## src/rtl/pwm_tmr_pkg.sv

```systemverilog
package pwm_tmr_pkg;
  localparam int BANKS = 2;
  localparam int REG_W = 32;

  typedef enum logic [1:0] {
    REG_COUNT = 2'd0,
    REG_HIGH  = 2'd1,
    REG_LOW   = 2'd2,
    REG_CTRL  = 2'd3
  } regSel_e;

  localparam int B_RUN   = 0;
  localparam int B_EXT   = 1;
  localparam int B_FALL  = 2;
  localparam int B_DRIVE = 3;
  localparam int B_ONCE  = 4;
  localparam int B_IRQEN = 5;
  localparam int B_PEND  = 6;
  localparam int B_CLR   = 7;
  localparam int B_CAPT  = 8;

  // strobes from the control/decode section to one channel datapath
  typedef struct packed {
    logic wrCount;
    logic wrHigh;
    logic wrLow;
    logic wrCtrl;
    logic extRise;
    logic extFall;
  } chanStb_t;
endpackage

```

## src/rtl/pwm_tmr_ctrl.sv

```systemverilog
module pwm_tmr_ctrl
  import pwm_tmr_pkg::*;
#(
  parameter int ADDR_W      = 16,
  parameter int CH_PER_BANK = 4,
  parameter int NUM_CH      = BANKS * CH_PER_BANK
) (
  input  logic                           clk,
  input  logic                           rstN,
  input  logic                           busValid,
  input  logic                           busWrite,
  input  logic [ADDR_W-1:0]              busAddr,
  input  logic                           extClk,
  input  logic [NUM_CH-1:0][REG_W-1:0]   chCount,
  input  logic [NUM_CH-1:0][REG_W-1:0]   chHigh,
  input  logic [NUM_CH-1:0][REG_W-1:0]   chLow,
  input  logic [NUM_CH-1:0][REG_W-1:0]   chCtrl,
  output chanStb_t                       chStb [NUM_CH],
  output logic [REG_W-1:0]               busRdata,
  output logic                           busRvalid
);
  localparam int CSEL_W  = $clog2(CH_PER_BANK);
  localparam int CH_W    = CSEL_W + 1;
  localparam int HOLE_LO = 4 + CSEL_W;
  localparam int HOLE_HI = ADDR_W - 2;

  logic            hit;
  logic [CH_W-1:0] chIdx;
  regSel_e         regSel;
  logic [2:0]      extSync;
  logic            extRise, extFall;
  logic [REG_W-1:0] rdMux;

  assign hit    = busValid && (busAddr[1:0] == 2'b00) && (busAddr[HOLE_HI:HOLE_LO] == '0);
  assign chIdx  = {busAddr[ADDR_W-1], busAddr[4 +: CSEL_W]};
  assign regSel = regSel_e'(busAddr[3:2]);

  // two-flop synchroniser plus one history flop for edge detection
  always_ff @(posedge clk) begin
    if (!rstN) extSync <= '0;
    else       extSync <= {extSync[1:0], extClk};
  end
  assign extRise = extSync[1] && !extSync[2];
  assign extFall = !extSync[1] && extSync[2];

  always_comb begin
    for (int c = 0; c < NUM_CH; c++) begin
      chStb[c].wrCount = hit && busWrite && (chIdx == CH_W'(c)) && (regSel == REG_COUNT);
      chStb[c].wrHigh  = hit && busWrite && (chIdx == CH_W'(c)) && (regSel == REG_HIGH);
      chStb[c].wrLow   = hit && busWrite && (chIdx == CH_W'(c)) && (regSel == REG_LOW);
      chStb[c].wrCtrl  = hit && busWrite && (chIdx == CH_W'(c)) && (regSel == REG_CTRL);
      chStb[c].extRise = extRise;
      chStb[c].extFall = extFall;
    end
  end

  always_comb begin
    case (regSel)
      REG_COUNT: rdMux = chCount[chIdx];
      REG_HIGH:  rdMux = chHigh[chIdx];
      REG_LOW:   rdMux = chLow[chIdx];
      default:   rdMux = chCtrl[chIdx];
    endcase
  end

  always_ff @(posedge clk) begin
    if (!rstN) begin
      busRvalid <= 1'b0;
      busRdata  <= '0;
    end else begin
      busRvalid <= busValid && !busWrite;
      busRdata  <= (hit && !busWrite) ? rdMux : '0;
    end
  end

  assert_rvalid_R1: assert property (@(posedge clk) disable iff (!rstN)
    (busValid && !busWrite) |=> busRvalid);
  assert_no_spurious_rvalid_R1: assert property (@(posedge clk) disable iff (!rstN)
    !(busValid && !busWrite) |=> !busRvalid);
  assert_misaligned_zero_R1: assert property (@(posedge clk) disable iff (!rstN)
    (busValid && !busWrite && busAddr[1:0] != 2'b00) |=> (busRdata == '0));
endmodule

```

## src/rtl/pwm_tmr_chan.sv

```systemverilog
module pwm_tmr_chan
  import pwm_tmr_pkg::*;
(
  input  logic             clk,
  input  logic             rstN,
  input  chanStb_t         stb,
  input  logic [REG_W-1:0] wdata,
  output logic [REG_W-1:0] countVal,
  output logic [REG_W-1:0] highVal,
  output logic [REG_W-1:0] lowVal,
  output logic [REG_W-1:0] ctrlVal,
  output logic             pwmOut,
  output logic             pwmOe,
  output logic             irq
);
  logic [REG_W-1:0] cntQ, highQ, lowQ, cntNxt;
  logic runQ, extQ, fallQ, driveQ, onceQ, irqEnQ, pendQ, clrQ, captQ;
  logic tick, wrap;

  assign cntNxt = cntQ + 1'b1;
  assign tick   = runQ && (!extQ || (fallQ ? stb.extFall : stb.extRise));
  assign wrap   = tick && (cntNxt >= lowQ);

  always_ff @(posedge clk) begin
    if (!rstN) begin
      cntQ <= '0; highQ <= '0; lowQ <= '0;
      runQ <= 1'b0; extQ <= 1'b0; fallQ <= 1'b0; driveQ <= 1'b0;
      onceQ <= 1'b0; irqEnQ <= 1'b0; pendQ <= 1'b0; clrQ <= 1'b0; captQ <= 1'b0;
    end else begin
      if (stb.wrCount)  cntQ <= wdata;
      else if (clrQ)    cntQ <= '0;
      else if (tick)    cntQ <= wrap ? '0 : cntNxt;

      if (stb.wrHigh) highQ <= wdata;
      if (stb.wrLow)  lowQ  <= wdata;

      clrQ <= stb.wrCtrl && wdata[B_CLR];

      if (stb.wrCtrl) begin
        runQ   <= wdata[B_RUN];
        extQ   <= wdata[B_EXT];
        fallQ  <= wdata[B_FALL];
        driveQ <= wdata[B_DRIVE];
        onceQ  <= wdata[B_ONCE];
        irqEnQ <= wdata[B_IRQEN];
        captQ  <= wdata[B_CAPT];
      end else if (wrap && onceQ) begin
        runQ <= 1'b0;
      end

      if (wrap)                              pendQ <= 1'b1;
      else if (stb.wrCtrl && wdata[B_PEND])  pendQ <= 1'b0;
    end
  end

  assign countVal = cntQ;
  assign highVal  = highQ;
  assign lowVal   = lowQ;
  assign ctrlVal  = {{(REG_W-9){1'b0}}, captQ, clrQ, pendQ, irqEnQ, onceQ,
                     driveQ, fallQ, extQ, runQ};
  assign pwmOut   = (cntQ >= highQ);
  assign pwmOe    = driveQ;
  assign irq      = pendQ && irqEnQ;

  assert_step_R3: assert property (@(posedge clk) disable iff (!rstN)
    (tick && !wrap && !stb.wrCount && !clrQ) |=> (cntQ == $past(cntQ) + 1'b1));
  assert_stopped_hold_R6: assert property (@(posedge clk) disable iff (!rstN)
    (!runQ && !stb.wrCount && !clrQ) |=> $stable(cntQ));
  assert_wrap_pend_R8: assert property (@(posedge clk) disable iff (!rstN)
    wrap |=> pendQ);
  assert_once_stop_R9: assert property (@(posedge clk) disable iff (!rstN)
    (wrap && onceQ && !stb.wrCtrl && !stb.wrCount) |=> (!runQ && cntQ == '0));
  assert_clear_R10: assert property (@(posedge clk) disable iff (!rstN)
    (clrQ && !stb.wrCount && !stb.wrCtrl) |=> (cntQ == '0 && !clrQ));
endmodule

```

## src/rtl/pwm_tmr_top.sv

```systemverilog
module pwm_tmr_top
  import pwm_tmr_pkg::*;
#(
  parameter int ADDR_W      = 16,
  parameter int CH_PER_BANK = 4
) (
  input  logic                             clk,
  input  logic                             rstN,
  input  logic                             busValid,
  input  logic                             busWrite,
  input  logic [ADDR_W-1:0]                busAddr,
  input  logic [REG_W-1:0]                 busWdata,
  output logic [REG_W-1:0]                 busRdata,
  output logic                             busRvalid,
  input  logic                             extClk,
  output logic [BANKS*CH_PER_BANK-1:0]     pwmOut,
  output logic [BANKS*CH_PER_BANK-1:0]     pwmOe,
  output logic [BANKS*CH_PER_BANK-1:0]     irq
);
  localparam int NUM_CH = BANKS * CH_PER_BANK;

  chanStb_t                     chStb [NUM_CH];
  logic [NUM_CH-1:0][REG_W-1:0] chCount, chHigh, chLow, chCtrl;

  pwm_tmr_ctrl #(.ADDR_W(ADDR_W), .CH_PER_BANK(CH_PER_BANK), .NUM_CH(NUM_CH)) i_ctrl (
    .clk(clk), .rstN(rstN), .busValid(busValid), .busWrite(busWrite),
    .busAddr(busAddr), .extClk(extClk),
    .chCount(chCount), .chHigh(chHigh), .chLow(chLow), .chCtrl(chCtrl),
    .chStb(chStb), .busRdata(busRdata), .busRvalid(busRvalid)
  );

  for (genvar c = 0; c < NUM_CH; c++) begin : g_chan
    pwm_tmr_chan i_chan (
      .clk(clk), .rstN(rstN), .stb(chStb[c]), .wdata(busWdata),
      .countVal(chCount[c]), .highVal(chHigh[c]), .lowVal(chLow[c]), .ctrlVal(chCtrl[c]),
      .pwmOut(pwmOut[c]), .pwmOe(pwmOe[c]), .irq(irq[c])
    );
  end
endmodule

```

## config.mk

```make
export PLATFORM = sky130hd
export DESIGN_NAME = pwm_tmr_top
export DESIGN_NICKNAME = d
export VERILOG_FILES = /design/src/rtl/pwm_tmr_pkg.sv /design/src/rtl/pwm_tmr_ctrl.sv /design/src/rtl/pwm_tmr_chan.sv /design/src/rtl/pwm_tmr_top.sv
export SDC_FILE = /design/constraint.sdc
export NUM_CORES = 2
export LEC_CHECK = 0
export ABC_AREA = 0
export CAP_MARGIN = 20
export CELL_PAD_IN_SITES_DETAIL_PLACEMENT = 0
export CELL_PAD_IN_SITES_GLOBAL_PLACEMENT = 1
export CORE_UTILIZATION = 30
export CTS_CLUSTER_SIZE = 14
export DETAILED_ROUTE_END_ITERATION = 10
export DONT_BUFFER_PORTS = 1
export PLACE_DENSITY_LB_ADDON = 0.1
export SETUP_SLACK_MARGIN = 0.3
export SYNTH_ARGS = -nofsm -noshare
export SYNTH_HDL_FRONTEND = slang
export SYNTH_SLANG_ARGS = --single-unit
```

## constraint.sdc

```tcl
create_clock -name clk -period 4.6 [get_ports clk]
set_clock_uncertainty 0.1 [all_clocks]
set_input_delay 0.92 -clock clk [delete_from_list [all_inputs] [get_ports clk]]
set_output_delay 0.92 -clock clk [all_outputs]
set_load 0.02 [all_outputs]
```

==> results.yml <==
worst_hold_path:
  hold-path-cell-count: 1
  min-delay-start: "busWrite"
  whs_endpoint: "i_ctrl.busRvalid$_SDFF_PN0_"
  hp-class: "in -> reg"
route:
  routed_wl_mm: 283
  detail-route-antenna-nets: 0
  drc: 0
  drt_iter0_drc: 5155
  dr.pass1.iters: 6
  num_vias: 53500
  routedWlPerCell_um: 29.3
  via_per_inst: 5.53
power_and_ir_drop:
  combinationalPowerShare_pct: 2.1
  ir_worst_vdd_v: 0.000336
  seqPwrFrac_pct: 43.0
  power_leakage_nw: 24.7
  power-per-cell-area_nw_per_um2: 265
  sw_frac_of_total_pct: 23.6
  p_int_w: 0.0135
  clkPwrFrac_pct: 54.9
  total_power_w: 0.0177
  p_sw_w: 0.00417
sta:
  timing.setup.tns_ns: 0
  tightest_slew_ns: 1.47
  min_period_over_period_pct: 92.8
  max_freq_mhz: 234
  hold_violations: 0
  maxSlewHeadroom_pct: 1.68
  finalSetupViolCount: 0
  rsz0062_at_grt: "yes"
  fin_hold_ws_ns: 0.101
  drv_slew: 0
  min_period_ns: 4.27
placement:
  io_buffers: 0
  dpl_cell_area_um2: 61400
  place_congestion: 0.916
  dp_cells: 9417
  dp_hpwl_mm: 206
synth:
  synthAdderAreaFrac_pct: 11.3
  synthFlopType: "dfxtp_1"
  async_flop_share_pct: 0
  ys_ff_latch: 876
  synth_xor_area_share_pct: 3.62
  yosysUniqueCellTypes: 83
  synthMuxAreaShare_pct: 10.4
  ys_seq_area_share_pct: 30.6
  synth_top_family_by_area: "simple AND/OR/NAND/NOR gates"
  synth_area_um2: 57400
  ys_warn_count: 0
  syn_nets: 7656
  synth_compound_area_share_pct: 17.2
  syn_inst: 7083
  synth.avg_cell_area_um2: 8.10
  yosys.area_share.simple_pct: 19.3
  synth_edf_count: 0
critical_path:
  r2r-start: "g_chan[4].i_chan.countVal[0]$_SDFFE_PN0P_"
  cpPeakStageDelay_ns: 0.65
  crit_fanout: 7
  crit_chain: "ha_2 > nand3_2 > or4_4 > nor3_4 > nand3_2 > xnor2_2 > ha_1 > and4_4 > nand3b_1 > buf_6 > o22ai_4 > nor4_4 > buf_4 > buf_6 > buf_12 > a221oi_1 > nor2_1"
  worst_path_max_delay_cell: "or4_4"
  critPathLaunchType: "register"
  critPathKind: "reg -> reg"
  r2r-end: "g_chan[4].i_chan.countVal[25]$_SDFFE_PN0P_"
  reg2reg_depth: 17
  required_ns: 5.14
  arrival_ns: 4.81
  critPathCaptureType: "register"
  reg2reg_slack_ns: 0.33
clock_tree:
  clkLatencyLatePin_ns: 0.79
  cts_max_level: 3
  cts_hold_buf: 0
  clk_pin_slew_ns: 0.06
  clock-sinks: 876
  clock-root-buffer: "clkbuf_16"
  cts_made_buffers: 115
  cts_tree: "yes"
  cts.path.max_buffers: 3
global_routing:
  antenna_found_initial: 7
  grt_pass1_wl_mm: 396
  grt_pass1_vias: 50100
  grt_start_max_net_pins: 218
  grt_usage_pct: 28.6
  gr-total-overflow: 0
final_layout:
  fill_cells: 19600
  drive_gt1_share_pct: 15.8
  fin_cells: 9669
  area_delta_synth_final_pct: 16.4
  design_area_um2: 66800
  fin_nets: 7630
  final_common_cell: "nand2_1"
  mostFrequentLayoutCells: "nand2_1, dfxtp_1, a21oi_1"
die:
  fp.dieW_um: 439
  dieArea_um2: 193000
  die_h_um: 439
  initial_utilization_pct: 30.2
  rows: 160
  coreArea_um2: 190000
  ios: 110
flow_run:
  maxCapViolations: 0
status:
  status: "finished, final reports clean"
## metal layers
metal | up-vias | global-route usage, % | part of all wire [%]
met1 | 26600 | 39.6 | 45
met5 | - | 0 | 0
met2 | 1748 | 45.5 | 45
li1 | 24800 | - | -
met3 | 340 | 3.12 | 5.3
met4 | 0 | 10.4 | 4.1
## worst max path at each step
| stage | start | end | depth (start not counted) |
|---|---|---|---|
| after detailed placement | g_chan[2].i_chan.countVal[1]$_SDFFE_PN0P_ | g_chan[2].i_chan.runQ$_SDFFE_PN0P_ | 16 |
| after global placement | g_chan[3].i_chan.countVal[20]$_SDFFE_PN0P_ | g_chan[3].i_chan.runQ$_SDFFE_PN0P_ | 14 |
| after floorplan | g_chan[1].i_chan.countVal[2]$_SDFFE_PN0P_ | g_chan[1].i_chan.countVal[19]$_SDFFE_PN0P_ | 16 |
| final | g_chan[4].i_chan.countVal[0]$_SDFFE_PN0P_ | g_chan[4].i_chan.countVal[25]$_SDFFE_PN0P_ | 17 |
| after CTS | g_chan[7].i_chan.countVal[1]$_SDFFE_PN0P_ | g_chan[7].i_chan.countVal[27]$_SDFFE_PN0P_ | 15 |
| after global routing | g_chan[4].i_chan.countVal[1]$_SDFFE_PN0P_ | g_chan[4].i_chan.countVal[6]$_SDFFE_PN0P_ | 17 |
## final cells by class
class / instances / area (um2) / area share (%)
diodes: 6 / 15.0 / 0.0225
clock buffers: 170 / 3460 / 5.18
clock inverters: 42 / 502 / 0.751
inverters: 546 / 2060 / 3.09
multi-input cells: 5125 / 36800 / 55.1
flip-flops and latches: 876 / 17600 / 26.3
well taps: 2511 / 3140 / 4.70
repair buffers: 393 / 3230 / 4.83
## stage by stage
stage / utilization (%) / setup slack [ns]
5_1_grt: 35.1 / 0.263
3_3_place_gp: 32.3 / -0.432
2_1_floorplan: - / 0.533
4_1_cts: 34.6 / 0.260
6_report: 35.2 / 0.330
3_5_place_dp: 32.3 / -0.262
## cell usage after synthesis (11+ instances only)
cell type | n | share of area, %
mux2i_1 | 47 | 0.82
and4_1 | 34 | 0.52
a31oi_1 | 22 | 0.24
and2_1 | 28 | 0.31
nor2b_1 | 28 | 0.31
nand2b_1 | 38 | 0.41
dfxtp_1 | 876 | 31
nor3_1 | 76 | 0.66
o21ai_0 | 268 | 2.3
or2_2 | 17 | 0.19
or3_1 | 16 | 0.17
a2111oi_0 | 18 | 0.27
xor2_1 | 74 | 1.1
a21oi_1 | 828 | 7.2
nor4_1 | 19 | 0.21
buf_2 | 71 | 0.62
buf_4 | 25 | 0.33
nand3_1 | 144 | 1.3
clkbuf_1 | 408 | 2.7
nand4_1 | 132 | 1.4
buf_1 | 21 | 0.14
a211oi_1 | 15 | 0.20
o22ai_1 | 19 | 0.21
nand2_1 | 1402 | 9.2
a22oi_1 | 88 | 1.2
a221oi_1 | 148 | 2.3
nor3b_1 | 19 | 0.25
and3_1 | 40 | 0.44
nor2_1 | 369 | 2.4
ha_1 | 520 | 11
a21o_1 | 112 | 1.5
inv_1 | 544 | 3.6
o21a_1 | 11 | 0.14
mux4_2 | 241 | 9.5
a32oi_1 | 25 | 0.38
xnor2_1 | 163 | 2.5
## repair_timing
action | 4_1_cts | 5_1_grt
buffers inserted | 7 | 24
gates cloned | 0 | 2
setup endpoints to repair | 226 | 256
pin swaps | 28 | 46
resized for setup | 91 | 157
## flip-flops by register name (all words and copies together) (netlist names)
register,count
g_chan.i_chan.captQ,8
g_chan.i_chan.clrQ,8
g_chan.i_chan.countVal,256
g_chan.i_chan.extQ,8
g_chan.i_chan.fallQ,8
g_chan.i_chan.highVal,256
g_chan.i_chan.irqEnQ,8
g_chan.i_chan.lowVal,256
g_chan.i_chan.onceQ,8
g_chan.i_chan.pendQ,8
g_chan.i_chan.pwmOe,8
g_chan.i_chan.runQ,8
i_ctrl.busRdata,32
i_ctrl.busRvalid,1
i_ctrl.extSync,3
## power by group through the flow
stage / clock network (W) / logic [W] / registers (W)
global placement: 0 / 0.000355 / 0.00777
finish: 0.00972 / 0.000371 / 0.00760
global route: 0.0102 / 0.000385 / 0.00759
detailed placement: 0 / 0.000355 / 0.00777
floorplan: 0 / 0.000457 / 0.00776
CTS: 0.00987 / 0.000357 / 0.00760
## worst max-delay path, delay by kind of cell, from the launching register on
family / cells / cell delay [ns]
compound gates: 2 / 0.49
xor+xnor: 1 / 0.18
fa+ha+maj: 2 / 0.53
buf+inv: 4 / 0.69
flops: 1 / 0.35
simple gates: 8 / 1.76
## logic make-up (layout without fill, tap and decap cells)
family | Yosys count | after routing
AND/OR/NAND/NOR | 2444 | 2444
AO/OA/AOI/OAI | 1629 | 1629
buffers and inverters | 1082 | 1151
flip-flops | 876 | 876
adder cells (fa/ha/maj) | 520 | 520
multiplexers | 295 | 295
XOR/XNOR | 237 | 237
other | 0 | 6
No activity file was read; power rests on OpenSTA's default activity.
